### src/rtl/dbg_csr_pkg.sv
package dbg_csr_pkg;
  localparam int CSR_W    = 16;
  localparam int LANE_W   = 8;
  localparam int B_GO     = 0;
  localparam int B_DIR    = 1;
  localparam int B_ERR    = 2;
  localparam int B_EXC_LO = 3;
  localparam int EXC_W    = 3;
  localparam int B_INUSE  = 6;
  localparam int B_LINK_LO = 8;
  localparam int LINK_W   = 4;
  localparam int B_DONE   = 12;

  typedef enum logic [EXC_W-1:0] {
    EXC_NONE = 3'b000,
    EXC_XACT = 3'b001,
    EXC_PORT = 3'b010
  } exc_e;
endpackage

### src/rtl/dbg_csr_launch.sv
module dbg_csr_launch
  import dbg_csr_pkg::*;
(
  input  logic clk,
  input  logic rst_n,
  input  logic ctl_wr,
  input  logic go_wdata,
  input  logic dir_wdata,
  input  logic eng_done,
  input  logic eng_err,
  input  logic port_bad,
  output logic go_q,
  output logic dir_q,
  output logic req_pulse,
  output logic fin_valid,
  output exc_e fin_code
);
  logic start;
  logic abort_now;
  logic eng_fin;

  // a launch only counts when no request is open
  assign start     = ctl_wr && go_wdata && !go_q;
  assign abort_now = (start || go_q) && port_bad;
  assign eng_fin   = go_q && eng_done && !port_bad;
  assign fin_valid = abort_now || eng_fin;

  always_comb begin
    if (port_bad)     fin_code = EXC_PORT;
    else if (eng_err) fin_code = EXC_XACT;
    else              fin_code = EXC_NONE;
  end

  always_ff @(posedge clk) begin
    if (!rst_n) begin
      go_q      <= 1'b0;
      dir_q     <= 1'b0;
      req_pulse <= 1'b0;
    end else begin
      if (fin_valid)  go_q <= 1'b0;
      else if (start) go_q <= 1'b1;
      if (ctl_wr && !go_q) dir_q <= dir_wdata;
      req_pulse <= start && !port_bad;
    end
  end
endmodule

### src/rtl/dbg_csr_status.sv
module dbg_csr_status
  import dbg_csr_pkg::*;
(
  input  logic             clk,
  input  logic             rst_n,
  input  logic             fin_valid,
  input  exc_e             fin_code,
  input  logic             done_clr,
  input  logic             inuse_wr,
  input  logic             inuse_wdata,
  output logic             done_q,
  output logic             err_q,
  output logic [EXC_W-1:0] exc_q,
  output logic             inuse_q
);
  always_ff @(posedge clk) begin
    if (!rst_n) begin
      done_q  <= 1'b0;
      err_q   <= 1'b0;
      exc_q   <= EXC_NONE;
      inuse_q <= 1'b0;
    end else begin
      // a completion by hardware takes priority over a software clear
      if (fin_valid)     done_q <= 1'b1;
      else if (done_clr) done_q <= 1'b0;
      if (fin_valid) begin
        err_q <= (fin_code != EXC_NONE);
        exc_q <= fin_code;
      end
      if (inuse_wr) inuse_q <= inuse_wdata;
    end
  end
endmodule

### src/rtl/dbg_csr_readmux.sv
module dbg_csr_readmux
  import dbg_csr_pkg::*;
#(
  parameter logic [LINK_W-1:0] LINK_VALUE = '0
) (
  input  logic             go_q,
  input  logic             dir_q,
  input  logic             err_q,
  input  logic [EXC_W-1:0] exc_q,
  input  logic             inuse_q,
  input  logic             done_q,
  output logic [CSR_W-1:0] rdata
);
  always_comb begin
    rdata                       = '0;
    rdata[B_GO]                 = go_q;
    rdata[B_DIR]                = dir_q;
    rdata[B_ERR]                = err_q;
    rdata[B_EXC_LO +: EXC_W]    = exc_q;
    rdata[B_INUSE]              = inuse_q;
    rdata[B_LINK_LO +: LINK_W]  = LINK_VALUE;
    rdata[B_DONE]               = done_q;
  end
endmodule

### src/rtl/dbg_ctl_csr.sv
module dbg_ctl_csr
  import dbg_csr_pkg::*;
#(
  parameter logic [LINK_W-1:0] LINK_VALUE = '0,
  localparam int NBE = CSR_W / LANE_W
) (
  input  logic             clk,
  input  logic             rst_n,
  input  logic             csr_we,
  input  logic [NBE-1:0]   csr_be,
  input  logic [CSR_W-1:0] csr_wdata,
  output logic [CSR_W-1:0] csr_rdata,
  output logic             req_pulse,
  output logic             req_write,
  input  logic             eng_done,
  input  logic             eng_err,
  input  logic             port_suspended,
  input  logic             port_in_reset
);
  logic [NBE-1:0] lane_wr;
  logic go_q, dir_q, fin_valid, done_q, err_q, inuse_q, port_bad;
  logic [EXC_W-1:0] exc_q;
  exc_e fin_code;

  for (genvar i = 0; i < NBE; i++) begin : g_lane
    assign lane_wr[i] = csr_we && csr_be[i];
  end

  assign port_bad  = port_suspended || port_in_reset;
  assign req_write = dir_q;

  dbg_csr_launch i_launch (
    .clk       (clk),
    .rst_n     (rst_n),
    .ctl_wr    (lane_wr[B_GO / LANE_W]),
    .go_wdata  (csr_wdata[B_GO]),
    .dir_wdata (csr_wdata[B_DIR]),
    .eng_done  (eng_done),
    .eng_err   (eng_err),
    .port_bad  (port_bad),
    .go_q      (go_q),
    .dir_q     (dir_q),
    .req_pulse (req_pulse),
    .fin_valid (fin_valid),
    .fin_code  (fin_code)
  );

  dbg_csr_status i_status (
    .clk         (clk),
    .rst_n       (rst_n),
    .fin_valid   (fin_valid),
    .fin_code    (fin_code),
    .done_clr    (lane_wr[B_DONE / LANE_W] && csr_wdata[B_DONE]),
    .inuse_wr    (lane_wr[B_INUSE / LANE_W]),
    .inuse_wdata (csr_wdata[B_INUSE]),
    .done_q      (done_q),
    .err_q       (err_q),
    .exc_q       (exc_q),
    .inuse_q     (inuse_q)
  );

  dbg_csr_readmux #(.LINK_VALUE(LINK_VALUE)) i_rmux (
    .go_q    (go_q),
    .dir_q   (dir_q),
    .err_q   (err_q),
    .exc_q   (exc_q),
    .inuse_q (inuse_q),
    .done_q  (done_q),
    .rdata   (csr_rdata)
  );
endmodule

### config.mk
export PLATFORM = sky130hd
export DESIGN_NAME = dbg_ctl_csr
export DESIGN_NICKNAME = d
export VERILOG_FILES = /design/src/rtl/dbg_csr_pkg.sv /design/src/rtl/dbg_csr_launch.sv /design/src/rtl/dbg_csr_status.sv /design/src/rtl/dbg_csr_readmux.sv /design/src/rtl/dbg_ctl_csr.sv
export SDC_FILE = /design/constraint.sdc
export NUM_CORES = 1
export LEC_CHECK = 0
export BUFFER_PORTS_ARGS = -buffer_cell sky130_fd_sc_hd__buf_2
export CORE_AREA = 2 2 44 46
export CTS_BUF_LIST = sky130_fd_sc_hd__clkbuf_16
export DETAILED_ROUTE_END_ITERATION = 8
export DIE_AREA = 0 0 46 48
export MAX_ROUTING_LAYER = met4
export PLACE_DENSITY = 0.8
export SKIP_LAST_GASP = 1
export SYNTH_ARGS = -nofsm -noshare
export SYNTH_HDL_FRONTEND = slang
export SYNTH_HIERARCHICAL = 1
export SYNTH_SLANG_ARGS = --single-unit
### constraint.sdc
create_clock -name clk -period 1.25 [get_ports clk]
set_input_delay 0.3125 -clock clk [delete_from_list [all_inputs] [get_ports clk]]
set_output_delay 0.3125 -clock clk [all_outputs]
set_load 0.02 [all_outputs]
==> impl_metrics.py <==
metrics = {
    "run_status": {
        "status": "complete, no violations",
    },
    "global_route": {
        "grt-ovfl-total": 0,
        "grt_pass1_wl_um": 1317,
        "grt_antenna_before_repair": 0,
        "grt_max_degree": 9,
        "grt_pass1_vias": 318,
        "grt_usage_pct": 9.237,
    },
    "route": {
        "met2_wirelength_um": 426,
        "post-route-drc-count": 0,
        "routed_wl_um": 850,
        "dr_total_vias": 383,
        "wire_per_inst_um": 9.341,
        "drt_first_pass_iters": 3,
        "final_antenna_net_count": 0,
        "highest_layer": "met3",
        "wl_met3_um": 93,
        "vias_per_cell": 4.209,
        "m1WireLength_um": 330,
        "drt_iter0_markers": 1,
    },
    "clocking": {
        "cts_buffer_depth": 2,
        "cts_setup_buffers": 0,
        "root_buffer": "clkbuf_16",
        "cts_made_buffers": 3,
        "hold_buffers": 0,
        "cts_max_level": 1,
        "tritoncts": "done",
        "cts_resized": 0,
        "cts_sinks": 9,
        "cts.clk_slew.worst_paths_ps": 40,
        "clk_latency_ps": 230,
    },
    "synth": {
        "synth_area_leaders": "dfxtp_1, buf_4, mux2i_1",
        "synth_seq_area_share_pct": 34.12,
        "synth_area_sq_um": 528.0,
        "synth.avg_cell_area_sq_um": 9.104,
        "synth_top_area_share_pct": 34.12,
        "yosys_warnings": 6,
        "ys_ff_latch": 9,
        "yosys.area.top_type": "dfxtp_1",
        "netlist-cell-type-count": 20,
        "syn_inst": 58,
    },
    "worst_setup_path": {
        "rr_startpoint": "i_launch/go_q",
        "slowest_delay_ps": 430,
        "crit_chain": "buf_2",
        "reg2reg_depth": 4,
        "critPathKind": "flip-flop to output port",
        "critPathLaunchType": "flip-flop",
        "critPathMaxFanout": 5,
        "required_ps": 940,
        "r2r_end": "i_status/exc_q[1]",
        "critPathTopFamily": "flip-flops",
        "cp-end-kind": "output port",
        "arrival_ps": 870,
        "timing.reg2reg.setup_slack_ps": 170,
        "crit_buf_inv": 1,
        "slowest_stage": "dfxtp_1",
    },
    "final_layout": {
        "final_core_util_pct": 37.63,
        "synthToLayoutAreaGrowth_pct": 20.38,
        "fin_area_sq_um": 635.6,
        "drive_gt1_share_pct": 41.89,
        "diodes": 0,
        "fillCellCount": 178,
        "nets": 100,
    },
    "worst_hold_path": {
        "hold_start": "csr_wdata[6]",
        "min_path_cells": 3,
        "hold_path_end": "i_status/inuse_q",
        "holdCritPathClass": "input pin to flip-flop",
    },
    "die": {
        "die_area_sq_um": 2208,
        "die_width_um": 46,
        "initial_core_util_pct": 31.26,
        "rows": 15,
        "ios": 43,
        "die_h_um": 48,
        "core_sq_um": 1689,
    },
    "run": {
        "maxCapViolCount": 0,
    },
    "pwr": {
        "p_leak_nw": 0.3204,
        "peakVddDrop_uv": 931.6,
        "power_density_nw_per_um2": 1511,
    },
    "place": {
        "dpl.hpwl_um": 680.4,
        "io_buffers": 22,
        "gp_congestion": 0.6981,
        "dpl_cell_area_sq_um": 554.3,
    },
    "timing": {
        "drv_slew": 0,
        "max_freq_mhz": 848.0,
        "min_period_ps": 1179,
        "fin_crit_sh_pct": 94.34,
        "rsz0062_at_grt": "false",
        "finalSetupViolCount": 0,
        "hold_viol": 0,
        "finalClockSkew_ps": 0.3818,
    },
}
## synthesized netlist by cell type (all sizes together)
library cell	instances
a21oi	1
o21a	1
or2	1
nor2b	8
nand2	2
buf	19
dfxtp	9
nor2	1
o21ai	2
nand3	1
nand2b	1
mux2i	5
and2	1
mux2	1
and3	1
nor3	2
conb	2
## area by class of cell
type | count | area (sq um) | area share [%]
well taps | 17 | 21.27 | 3.346
clock buffers | 3 | 75.07 | 11.81
repair buffers | 24 | 125.1 | 19.69
multi-input cells | 37 | 230.2 | 36.22
clock inverters | 1 | 3.754 | 0.5906
flip-flops and latches | 9 | 180.2 | 28.35
## registers in the layout (all words and copies together), names as in the netlist
signal              cells
i_launch/dir_q          1
i_status/err_q          1
i_status/inuse_q        1
i_status/exc_q          3
i_launch/req_pulse      1
i_status/done_q         1
i_launch/go_q           1
## stage by stage
step / cells / hold slack, ps / power, mW / TNS [ps] / worst slack (ps)
after floorplan: 65 / 430.0 / 0.4191 / 0 / 49.25
after global placement: 87 / 493.2 / 0.4184 / -389.9 / -112.4
after detailed placement: 87 / 503.8 / 0.4208 / -491.6 / -127.2
after CTS: 91 / 348.5 / 0.9785 / 0 / 66.87
after global routing: 91 / 371.0 / 1.001 / 0 / 51.51
final: 91 / 344.7 / 0.9605 / 0 / 70.77
## report_power, final
part / internal [mW] / switching [mW]
Combinational: 0.0455 / 0.0666
Clock: 0.417 / 0.128
Sequential: 0.299 / 0.00476
Total: 0.761 / 0.199
## worst max path at each step
stage	startpoint	to	slack (ps)	cells past startpoint
final	i_launch/go_q	csr_rdata[0]	70	1
after global routing	i_launch/go_q	csr_rdata[0]	50	1
after CTS	i_launch/go_q	csr_rdata[0]	70	1
after detailed placement	port_in_reset	i_status/err_q	-130	6
after global placement	port_in_reset	i_status/err_q	-110	6
after floorplan	port_in_reset	i_status/err_q	50	6
## metal layers
metal	up-vias	GRT usage (%)
li1	192	-
met2	19	13.06
met1	172	10.56
met4	0	1.714
met5	-	-
met3	0	6.792
## layout by cell type, fill, tap and decap left out, drive strengths merged
cell type / count
conb: 9
o21a: 1
inv: 1
mux2i: 5
nand2: 2
o21ai: 2
nand2b: 1
buf: 24
nand3: 1
a21oi: 1
nor3: 2
and2: 1
or2: 1
mux2: 1
clkbuf: 3
nor2b: 8
and3: 1
dfxtp: 9
nor2: 1
## cell families (layout without fill, tap and decap cells)
| group | after synthesis | in the layout | share of synthesized area (%) |
|---|---|---|---|
| buf+inv | 19 | 28 | 27.73 |
| simple gates | 18 | 18 | 20.15 |
| flops | 9 | 9 | 34.12 |
| mux | 6 | 6 | 12.32 |
| compound gates | 4 | 4 | 4.263 |
| other cells | 2 | 9 | 1.422 |
## worst register-to-register path, stage by stage (launching register included)
cell and delay (ps):
dfxtp_1 430, o21ai_1 120, nand2_2 160, mux2i_1 200
nor2b_1 60
No activity file was read; power rests on OpenSTA's default activity.
